===== src/rtl/wpf_pkg.sv =====
package wpf_pkg;

  typedef enum logic [1:0] {
    WAKE_NONE    = 2'b00,
    WAKE_ENERGY  = 2'b01,
    WAKE_PATTERN = 2'b10
  } wake_cause_e;

  localparam int          CRC_W         = 16;
  localparam logic [15:0] CRC_SEED      = 16'hFFFF;
  localparam logic [15:0] CRC_POLY_REFL = 16'hA001;

  // One byte through the reflected CRC-16 register, LSB of the byte first.
  function automatic logic [15:0] crc16_step(input logic [15:0] c, input logic [7:0] d);
    logic [15:0] r;
    r = c;
    for (int i = 0; i < 8; i++) begin
      if (r[0] ^ d[i]) r = (r >> 1) ^ CRC_POLY_REFL;
      else             r = r >> 1;
    end
    return r;
  endfunction

endpackage


===== src/rtl/wpf_cfg_regs.sv =====
module wpf_cfg_regs #(
  parameter int NUM_FILT = 4,
  parameter int MASK_W   = 31,
  parameter int OFF_W    = 8,
  parameter int CFG_W    = 32
) (
  input  logic                               clk,
  input  logic                               rst_n,
  input  logic                               cfg_we,
  input  logic                               cfg_restart,
  input  logic [CFG_W-1:0]                   cfg_data,
  output logic [NUM_FILT-1:0][MASK_W-1:0]    mask_o,
  output logic [NUM_FILT-1:0]                en_o,
  output logic [NUM_FILT-1:0][OFF_W-1:0]     off_o,
  output logic [NUM_FILT-1:0][15:0]          crc_o
);
  localparam int OFF_WORDS = (NUM_FILT * OFF_W + CFG_W - 1) / CFG_W;
  localparam int CRC_WORDS = (NUM_FILT * 16 + CFG_W - 1) / CFG_W;
  localparam int EN_IDX    = NUM_FILT;
  localparam int OFF_BASE  = NUM_FILT + 1;
  localparam int CRC_BASE  = OFF_BASE + OFF_WORDS;
  localparam int NUM_WORDS = CRC_BASE + CRC_WORDS;
  localparam int IDX_W     = $clog2(NUM_WORDS);
  localparam int LAST_IDX  = NUM_WORDS - 1;

  logic [IDX_W-1:0]                 idx_q;
  logic [NUM_FILT-1:0][MASK_W-1:0]  mask_q;
  logic [NUM_FILT-1:0]              en_q;
  logic [OFF_WORDS*CFG_W-1:0]       off_store;
  logic [CRC_WORDS*CFG_W-1:0]       crc_store;

  always_ff @(posedge clk) begin
    if (!rst_n) begin
      idx_q     <= '0;
      mask_q    <= '0;
      en_q      <= '0;
      off_store <= '0;
      crc_store <= '0;
    end else if (cfg_restart) begin
      idx_q <= '0;
    end else if (cfg_we) begin
      idx_q <= (idx_q == IDX_W'(LAST_IDX)) ? '0 : idx_q + 1'b1;
      for (int k = 0; k < NUM_FILT; k++)
        if (idx_q == IDX_W'(k)) mask_q[k] <= cfg_data[MASK_W-1:0];
      if (idx_q == IDX_W'(EN_IDX)) en_q <= cfg_data[NUM_FILT-1:0];
      for (int k = 0; k < OFF_WORDS; k++)
        if (idx_q == IDX_W'(OFF_BASE + k)) off_store[k*CFG_W +: CFG_W] <= cfg_data;
      for (int k = 0; k < CRC_WORDS; k++)
        if (idx_q == IDX_W'(CRC_BASE + k)) crc_store[k*CFG_W +: CFG_W] <= cfg_data;
    end
  end

  assign mask_o = mask_q;
  assign en_o   = en_q;

  for (genvar g = 0; g < NUM_FILT; g++) begin : g_unpack
    assign off_o[g] = off_store[g*OFF_W +: OFF_W];
    assign crc_o[g] = crc_store[g*16 +: 16];
  end

  AST_IDX_WRAP: assert property (@(posedge clk) disable iff (!rst_n)
    (cfg_we && !cfg_restart && idx_q == IDX_W'(LAST_IDX)) |=> (idx_q == '0));
  AST_IDX_RESTART: assert property (@(posedge clk) disable iff (!rst_n)
    cfg_restart |=> (idx_q == '0));
  AST_IDX_HOLD: assert property (@(posedge clk) disable iff (!rst_n)
    (!cfg_we && !cfg_restart) |=> $stable(idx_q));

endmodule


===== src/rtl/wpf_lane.sv =====
module wpf_lane
  import wpf_pkg::*;
#(
  parameter int MASK_W = 31,
  parameter int OFF_W  = 8,
  parameter int POS_W  = 9
) (
  input  logic              clk,
  input  logic              rst_n,
  input  logic              take,
  input  logic              sof,
  input  logic [7:0]        data,
  input  logic [POS_W-1:0]  pos,
  input  logic              en,
  input  logic [MASK_W-1:0] mask,
  input  logic [OFF_W-1:0]  off,
  input  logic [15:0]       expect_crc,
  output logic              hit
);
  localparam int MIDX_W = $clog2(MASK_W);

  function automatic logic [MIDX_W-1:0] top_set(input logic [MASK_W-1:0] m);
    logic [MIDX_W-1:0] r;
    r = '0;
    for (int i = 0; i < MASK_W; i++)
      if (m[i]) r = MIDX_W'(i);
    return r;
  endfunction

  logic [15:0]       crc_q, crc_base, crc_nx;
  logic [POS_W-1:0]  rel;
  logic [MIDX_W-1:0] rel_idx, last_idx;
  logic              in_win, sel;

  always_comb begin
    rel      = pos - POS_W'(off);
    in_win   = (pos >= POS_W'(off)) && (rel < POS_W'(MASK_W));
    rel_idx  = rel[MIDX_W-1:0];
    sel      = take && en && in_win && mask[rel_idx];
    crc_base = sof ? CRC_SEED : crc_q;
    crc_nx   = sel ? crc16_step(crc_base, data) : crc_base;
    last_idx = top_set(mask);
  end

  assign hit = sel && (rel_idx == last_idx) && (crc_nx == expect_crc);

  always_ff @(posedge clk) begin
    if (!rst_n)    crc_q <= CRC_SEED;
    else if (take) crc_q <= crc_nx;
  end

  AST_CRC_IDLE: assert property (@(posedge clk) disable iff (!rst_n)
    (!take) |=> $stable(crc_q));

endmodule


===== src/rtl/wpf_status.sv =====
module wpf_status
  import wpf_pkg::*;
#(
  parameter int NUM_FILT = 4,
  parameter int FID_W    = 2
) (
  input  logic                clk,
  input  logic                rst_n,
  input  logic [NUM_FILT-1:0] hit_vec,
  input  logic                clr,
  output wake_cause_e         status,
  output logic [FID_W-1:0]    src
);
  logic [FID_W-1:0] first;
  logic             found;

  always_comb begin
    first = '0;
    found = 1'b0;
    for (int i = 0; i < NUM_FILT; i++) begin
      if (hit_vec[i] && !found) begin
        first = FID_W'(i);
        found = 1'b1;
      end
    end
  end

  always_ff @(posedge clk) begin
    if (!rst_n) begin
      status <= WAKE_NONE;
      src    <= '0;
    end else if (status == WAKE_NONE && found) begin
      status <= WAKE_PATTERN;
      src    <= first;
    end else if (clr) begin
      status <= WAKE_NONE;
      src    <= '0;
    end
  end

  AST_STICKY_CAUSE: assert property (@(posedge clk) disable iff (!rst_n)
    (status != WAKE_NONE && !clr) |=> ($stable(status) && $stable(src)));
  AST_CLEAR_EMPTIES: assert property (@(posedge clk) disable iff (!rst_n)
    (status != WAKE_NONE && clr) |=> (status == WAKE_NONE));
  AST_HIT_RECORDS: assert property (@(posedge clk) disable iff (!rst_n)
    (status == WAKE_NONE && hit_vec != '0) |=> (status == WAKE_PATTERN));
  AST_LOWEST_WINS: assert property (@(posedge clk) disable iff (!rst_n)
    (status == WAKE_NONE && hit_vec[0]) |=> (src == '0));

endmodule


===== src/rtl/wake_pattern_filter.sv =====
module wake_pattern_filter
  import wpf_pkg::*;
#(
  parameter int NUM_FILT = 4,
  parameter int MASK_W   = 31,
  parameter int OFF_W    = 8,
  parameter int CFG_W    = 32
) (
  input  logic                 clk,
  input  logic                 rst_n,
  input  logic                 wake_en,
  output logic                 rx_enable,
  input  logic                 s_valid,
  output logic                 s_ready,
  input  logic [7:0]           s_data,
  input  logic                 s_sof,
  input  logic                 s_eof,
  input  logic                 cfg_we,
  input  logic                 cfg_restart,
  input  logic [CFG_W-1:0]     cfg_data,
  input  logic                 wake_clr,
  output logic [1:0]           wake_status,
  output logic [((NUM_FILT > 1) ? $clog2(NUM_FILT) : 1)-1:0] wake_filter
);
  localparam int FID_W   = (NUM_FILT > 1) ? $clog2(NUM_FILT) : 1;
  localparam int POS_W   = $clog2((2 ** OFF_W) + MASK_W + 1);
  localparam int POS_MAX = (2 ** POS_W) - 1;

  logic [NUM_FILT-1:0][MASK_W-1:0] mask;
  logic [NUM_FILT-1:0]             en;
  logic [NUM_FILT-1:0][OFF_W-1:0]  off;
  logic [NUM_FILT-1:0][15:0]       exp_crc;
  logic [NUM_FILT-1:0]             hit_vec;

  logic             in_frame_q, acc, take;
  logic [POS_W-1:0] pos_q, pos_eff;
  wake_cause_e      status;

  assign s_ready   = 1'b1;
  assign rx_enable = !wake_en;
  assign acc       = s_valid && wake_en;
  assign take      = acc && (s_sof || in_frame_q);
  assign pos_eff   = s_sof ? '0 : pos_q;

  always_ff @(posedge clk) begin
    if (!rst_n) begin
      in_frame_q <= 1'b0;
      pos_q      <= '0;
    end else if (!wake_en) begin
      in_frame_q <= 1'b0;
    end else if (take) begin
      in_frame_q <= !s_eof;
      pos_q      <= (pos_eff == POS_W'(POS_MAX)) ? pos_eff : pos_eff + 1'b1;
    end
  end

  wpf_cfg_regs #(
    .NUM_FILT(NUM_FILT), .MASK_W(MASK_W), .OFF_W(OFF_W), .CFG_W(CFG_W)
  ) u_cfg (
    .clk(clk), .rst_n(rst_n), .cfg_we(cfg_we), .cfg_restart(cfg_restart),
    .cfg_data(cfg_data), .mask_o(mask), .en_o(en), .off_o(off), .crc_o(exp_crc)
  );

  for (genvar f = 0; f < NUM_FILT; f++) begin : g_lane
    wpf_lane #(.MASK_W(MASK_W), .OFF_W(OFF_W), .POS_W(POS_W)) u_lane (
      .clk(clk), .rst_n(rst_n), .take(take), .sof(s_sof), .data(s_data),
      .pos(pos_eff), .en(en[f]), .mask(mask[f]), .off(off[f]),
      .expect_crc(exp_crc[f]), .hit(hit_vec[f])
    );
  end

  wpf_status #(.NUM_FILT(NUM_FILT), .FID_W(FID_W)) u_status (
    .clk(clk), .rst_n(rst_n), .hit_vec(hit_vec), .clr(wake_clr),
    .status(status), .src(wake_filter)
  );

  assign wake_status = status;

  AST_NO_WAKE_WHEN_OFF: assert property (@(posedge clk) disable iff (!rst_n)
    (!wake_en && wake_status == 2'b00) |=> (wake_status == 2'b00));
  AST_HIT_NEEDS_BYTE: assert property (@(posedge clk) disable iff (!rst_n)
    (hit_vec != '0) |-> (s_valid && wake_en));
  AST_POS_RESTART: assert property (@(posedge clk) disable iff (!rst_n)
    (take && s_sof && !s_eof) |=> (pos_q == POS_W'(1)));

endmodule


===== config.mk =====
export PLATFORM = sky130hd
export DESIGN_NAME = wake_pattern_filter
export DESIGN_NICKNAME = d
export VERILOG_FILES = /design/src/rtl/wpf_pkg.sv /design/src/rtl/wpf_cfg_regs.sv /design/src/rtl/wpf_lane.sv /design/src/rtl/wpf_status.sv /design/src/rtl/wake_pattern_filter.sv
export SDC_FILE = /design/constraint.sdc
export NUM_CORES = 1
export LEC_CHECK = 0
export BUFFER_PORTS_ARGS = -buffer_cell sky130_fd_sc_hd__buf_2
export CAP_MARGIN = 20
export CORE_MARGIN = 2
export CORE_UTILIZATION = 50
export DETAILED_ROUTE_END_ITERATION = 8
export PLACE_DENSITY_LB_ADDON = 0.25
export SLEW_MARGIN = 0
export SYNTH_ARGS = -nofsm -noshare
export SYNTH_HDL_FRONTEND = slang
export SYNTH_SLANG_ARGS = --single-unit

===== constraint.sdc =====
create_clock -name clk -period 8.15 [get_ports clk]
set_clock_uncertainty 0.2 [all_clocks]
set_input_delay 1.2225 -clock clk [delete_from_list [all_inputs] [get_ports clk]]
set_output_delay 1.2225 -clock clk [all_outputs]
set_load 0.02 [all_outputs]

# --- Word-level counts from Yosys, hierarchy flattened ---
# Index checks and enable logic that the tools add are counted.
word_totals:
  register_bits: 304
  inputBits: 49
classes:
  n_addsub: 6
  n_lt_le_gt_ge: 12
  n_eq_ne: 16
  mux: 182
  n_bitwise: 66
  n_reduce_logical: 50
op_table:
  columns: ["op", "n"]
  rows:
  - ["two-way mux 16 bit", 40]
  - ["two-way mux 5 bit", 116]
  - ["NOT 2 -> 3 bit", 32]
  - ["== test 16 bit", 4]
  - [">= comparator 9 x 8 -> 1 bit", 4]
  - ["less-than comparator 9 x 5 -> 1 bit, second input constant", 4]
  - ["subtractor 9 x 8 -> 9 bit", 4]
  - ["XOR 1 bit", 32]
  - ["logical AND 1 bit", 30]
  - ["less-than comparator 5 x 6 -> 1 bit, second input constant", 4]
  - ["AND reduction 3 bit", 8]
  - ["binary-select mux 1 bit (select 5 bit)", 4]
  - ["== test 5 bit", 4]
  - ["two-way mux 9 bit", 2]
  - ["two-way mux 1 bit", 13]
  - ["== test 3 bit, second input constant", 4]
  - ["two-way mux 2 bit", 6]
  - ["adder 9 x 1 -> 9 bit, second input constant", 1]
  - ["== test 9 bit, second input constant", 1]
  - ["== test 3 x 2 -> 1 bit, second input constant", 2]
  - ["zero test 1 bit", 5]
  - ["AND reduction 2 bit", 2]
  - ["adder 3 x 1 -> 3 bit, second input constant", 1]
  - ["== test 3 x 1 -> 1 bit, second input constant", 1]
  - ["other kinds (7)", 8]

# --- Longest topological paths before layout ---
logic_depth:
  word_depth: 45
  mapped_depth: 26
  ltp_nobuf: 17

# --- Hierarchy ---
# From an unflattened synthesis, not the netlist that was laid out.
unflattened:
  cells_unflattened: 2170
  area_unflattened_um2: 19005.7
modules_own_cells:
  columns: ["module", "n_inst", "cells_per_inst", "area_each_um2"]
  rows:
  - ["wpf_cfg_regs", 1, 789, 8355.5]
  - ["wpf_lane at g_lane[1].u_lane ...", 3, 314, 2402.3]
  - ["wpf_lane at g_lane[0].u_lane", 1, 344, 2667.6]
  - ["wake_pattern_filter", 1, 76, 615.6]
  - ["wpf_status", 1, 19, 160.2]

# --- Least setup slack after synthesis ---
# No wires, ideal clock.
synth_path:
  path_type: "input-to-reg"
  startpoint: "input port s_sof"
  endpoint: "register u_status.src[0]"
  setup_ns: 0.125
  arrival_ns: 7.263
  required_time_ns: 7.825
  path_slack_ns: 0.562
  path_stages: 22
  cell_sequence: "clkbuf_1 -> buf_2 -> clkbuf_1 -> clkbuf_1 -> clkbuf_1 -> clkbuf_1 -> buf_1 -> clkbuf_1 -> nor2b_1 -> fa_1 -> clkbuf_1 -> mux4_2 -> mux4_2 -> mux2i_1 -> or3_1 -> clkbuf_1 -> mux2i_1 -> xor2_1 -> nor3_1 -> or3b_2 -> nand4_1 -> nand3_1"
synth_via:
  elab_chain_len: 32
synth_rtl:
  columns: ["element", "line", "source"]
  rows:
  - ["from (decl)", "wake_pattern_filter.sv:16", "input logic s_sof,"]
  - ["two-way mux 16 bit", "wpf_lane.sv:40", "crc_base = sof ? CRC_SEED : crc_q;"]
  - ["XOR 1 bit or NOT 2 -> 3 bit (tied branches)", null, null]
  - ["two-way mux 16 bit", "wpf_pkg.sv:18", "if (r[0] ^ d[i]) r = (r >> 1) ^ CRC_POLY_REFL;"]
  - ["XOR 1 bit", "wpf_pkg.sv:18", null]
  - ["two-way mux 16 bit", "wpf_pkg.sv:18", null]
  - ["XOR 1 bit", "wpf_pkg.sv:18", null]
  - ["two-way mux 16 bit", "wpf_pkg.sv:18", null]
  - ["XOR 1 bit", "wpf_pkg.sv:18", null]
  - ["(+16 left out)", null, null]
  - ["zero test 1 bit", "wpf_status.sv:21", "if (hit_vec[i] && !found) begin"]
  - ["logical AND 1 bit", "wpf_status.sv:21", null]
  - ["two-way mux 1 bit", "wpf_status.sv:21", null]
  - ["zero test 1 bit", "wpf_status.sv:21", null]
  - ["logical AND 1 bit", "wpf_status.sv:21", null]
  - ["two-way mux 1 bit", "wpf_status.sv:21", null]
  - ["logical AND 1 bit", "wpf_status.sv:32", "end else if (status == WAKE_NONE && found) begin"]
  - ["two-way mux 2 bit or nonzero test 2 bit (tied branches)", null, null]
  - ["to (signal assigned)", "wpf_status.sv:34", "src <= first;"]
  - ["to (decl)", "wpf_status.sv:12", "output logic [FID_W-1:0] src"]
# Several ways; a longest one is shown, not always the timed one. The select of a mux whose other input is x is not followed.
# A chain may end at the register's enable or synchronous reset.

# --- Final worst setup path ---
# Same ends and word-level chain as after synthesis.

==> metrics.txt <==
drt wl/cell=21.3 µm; Port-buffer cells=52; Async S/R FF share, synth=0%; gr usage total=32.0%; clock slew at reported path FFs=0.06 ns; Top Metal Used=met5; most frequent cells in the layout=nand2_1, dfxtp_1, a21oi_1; HPWL after detailed placement=around 44 mm; Hold Vio Cnt, Final=0; worst slack, placed=1.55 ns; die area=39,500 µm²; layout overhead on the synthesized area=9.54%; routed vias=18,200; final net count=2,533; final wirelength=around 63 mm; crit-path cells=buf_4 -> nor2b_1 -> inv_1 -> ha_1 -> inv_1 -> fa_1 -> mux4_2 -> mux4_2 -> mux2i_2 -> buf_4 -> nor3_1 -> a2111oi_0 -> nor4_1 -> nand4_1 -> or3b_1 -> o2111ai_1 -> nand3_1; CP Class=in2reg; Initial Util=50.6%; CP max stage delay=0.94 ns; setup TNS=0 ns; largest net degree at the start of global routing=226; post-place instance area=19,500 µm²; Slew @ Worst Pin=1.15 ns; setup bufs post-CTS=0; initial antenna violation count=2; # resized after CTS=0; Tmin final=a little over 6 ns; clk buf depth=3; RSZ-0062 raised after global routing=false; Slew headroom=23.4%; drt first-iter violations=1,996; Synth area leaders=dfxtp_1, nand2_1, a21oi_1, xnor2_1, mux4_2; final slew viol count=0; clock sinks=just over 300; GRT overflow=0; LEAKAGE=~0.0073 µW; Power Density=174 nW/µm²; gpl congestion=1.01; syn_nets=2,550; Netlist Area Pre-Place=19,000 µm²; YS warnings=0; Crit. End Element=register; top-area cell type share of the netlist area=around 32%; Yosys reg bits=304; CTS tree=built; most common cell after layout, fill and taps aside=nand2_1; fin crit share=74.5%; Max Fanout on Critical Path=13; CP top delay family=multiplexers; vias in the first global route=16,200; status=completed; Peak Freq=165 MHz; Post-CTS Hold Buffers=0; share of layout cells above drive strength 1=under 10%; count of different cell masters after synthesis=98; setup ws final=2.08 ns; worst hold slack=between 0.2 and 0.3 ns; Die X=between 150 and 200 µm; Skew-Pair Late Insertion Delay=0.56 ns; Met1 Wirelength=about 28 mm; Worst VDD drop=0.177 mV; startpoint types=primary input; DRT Pass-1 Iters=5; Post-DRT Antenna Nets=0; Ports=between 50 and 60; H-tree depth=2; Setup-failing EPs final=0; CTS buffer count=36; register area share after synthesis=32.1%; DIE HEIGHT=199 µm; leading area contributor after synthesis=dfxtp_1; wire length of the first global-routing pass=96.8 mm; final instance area=20,800 µm²; DR vias/cell=6.11; prevailing post-synth register cell=dfxtp_1; root buffer cell=clkbuf_16; WL met2=approximately 27 mm; EDFF count, synth=0; row count=71; Max stage delay cell, worst path=fa_1; Finished Layout Cells=2,975; diode count=0; drt drc=0; core area=37,500 µm²; Fill cells=between 3,000 and 4,000; Req. time, crit path=~8.4 ns; WL met3=approximately 6.1 mm; Cells after Synth=2,458; Maximum Capacitance Violations=0; type of the worst min-delay path=reg2reg; crit path DAT=approximately 6.3 ns; placed cells=2,907; crit path buf inv count=4; syn avg cell area=~7.7 µm²
-- cell usage after synthesis (17+ instances only) --
master,n
nand2_1,578
dfxtp_1,304
a21oi_1,288
nor2_1,174
clkbuf_1,108
xnor2_1,92
inv_1,77
o21ai_0,75
o22ai_1,48
nor4_1,46
mux2i_1,45
xor2_1,42
ha_1,39
nor3_1,38
nor2b_1,32
mux4_2,31
nand3_1,30
nand4_1,19
nand2b_1,18
or3_1,17
-- layout make-up --
cell class                      count  area, µm²  share of cell area [%]
Sequential cell                   304       6090                    29.3
Timing Repair Buffer               79        515                    2.48
Multi-Input combinational cell   1941      12000                    58.0
Tap cell                          511        639                    3.08
Clock buffer                       50       1050                    5.03
Inverter                           79        302                    1.45
Clock inverter                     11        146                   0.704
-- cell families (layout without fill, tap and decap cells) --
logic type	count (synthesis)	count (layout)	share of synthesized area (%)
simple gates	1054	1054	25.3
compound gates	597	597	19.3
flops	304	304	32.1
buf+inv	213	219	4.48
xor+xnor	162	162	9.27
mux	83	83	6.48
fa+ha+maj	43	43	2.99
other cells	2	2	0.0396
-- where the power goes --
part	switching (µW)	internal [µW]	total, µW	leakage (µW)
clock	664	990	1650	0.000582
sequential	16.6	1500	1520	0.00246
combinational	299	145	444	0.00427
-- sequential cells by signal, summed over array words and instances (netlist names) --
| signal | flops |
|---|---|
| u_cfg.mask_o | 124 |
| g_lane.u_lane.crc_q | 64 |
| u_cfg.crc_o | 64 |
| u_cfg.off_o | 32 |
| pos_q | 9 |
| u_cfg.en_o | 4 |
| u_cfg.idx_q | 3 |
| u_status.src | 2 |
| in_frame_q | 1 |
| u_status.status | 1 |
-- per-stage QoR --
stage / total power (µW) / utilization [%]
after floorplan: 1810 / -
after global placement: 1970 / 52.0
after detailed placement: 1970 / 52.0
after CTS: 3620 / 55.2
after global routing: 3710 / 55.4
final: 3610 / 55.4
-- final timing paths --
kind                        start         endpoint  slack [ns]  depth (start not counted)
setup / recovery            s_sof  u_status.src[0]        2.08                         17
hold / removal    u_cfg.off_o[19]  u_cfg.off_o[19]        0.25                          2
setup reg to reg         pos_q[0]  u_status.src[0]        2.51                         16
hold reg to reg   u_cfg.off_o[19]  u_cfg.off_o[19]        0.25                          2
-- tightest hold or removal path: cells and delay by family (launching register included) --
family | cells | cell delay [ns]
compound gates | 1 | 0.05
flops | 1 | 0.31
simple gates | 1 | 0.05
-- per-layer routing --
metal  track usage [%]  vias up
li1                  -     8639
met1              44.7     8524
met2              47.3      840
met3              7.17      171
met4              14.1        2
met5                 0        -
No activity file was read; power rests on OpenSTA's default activity.
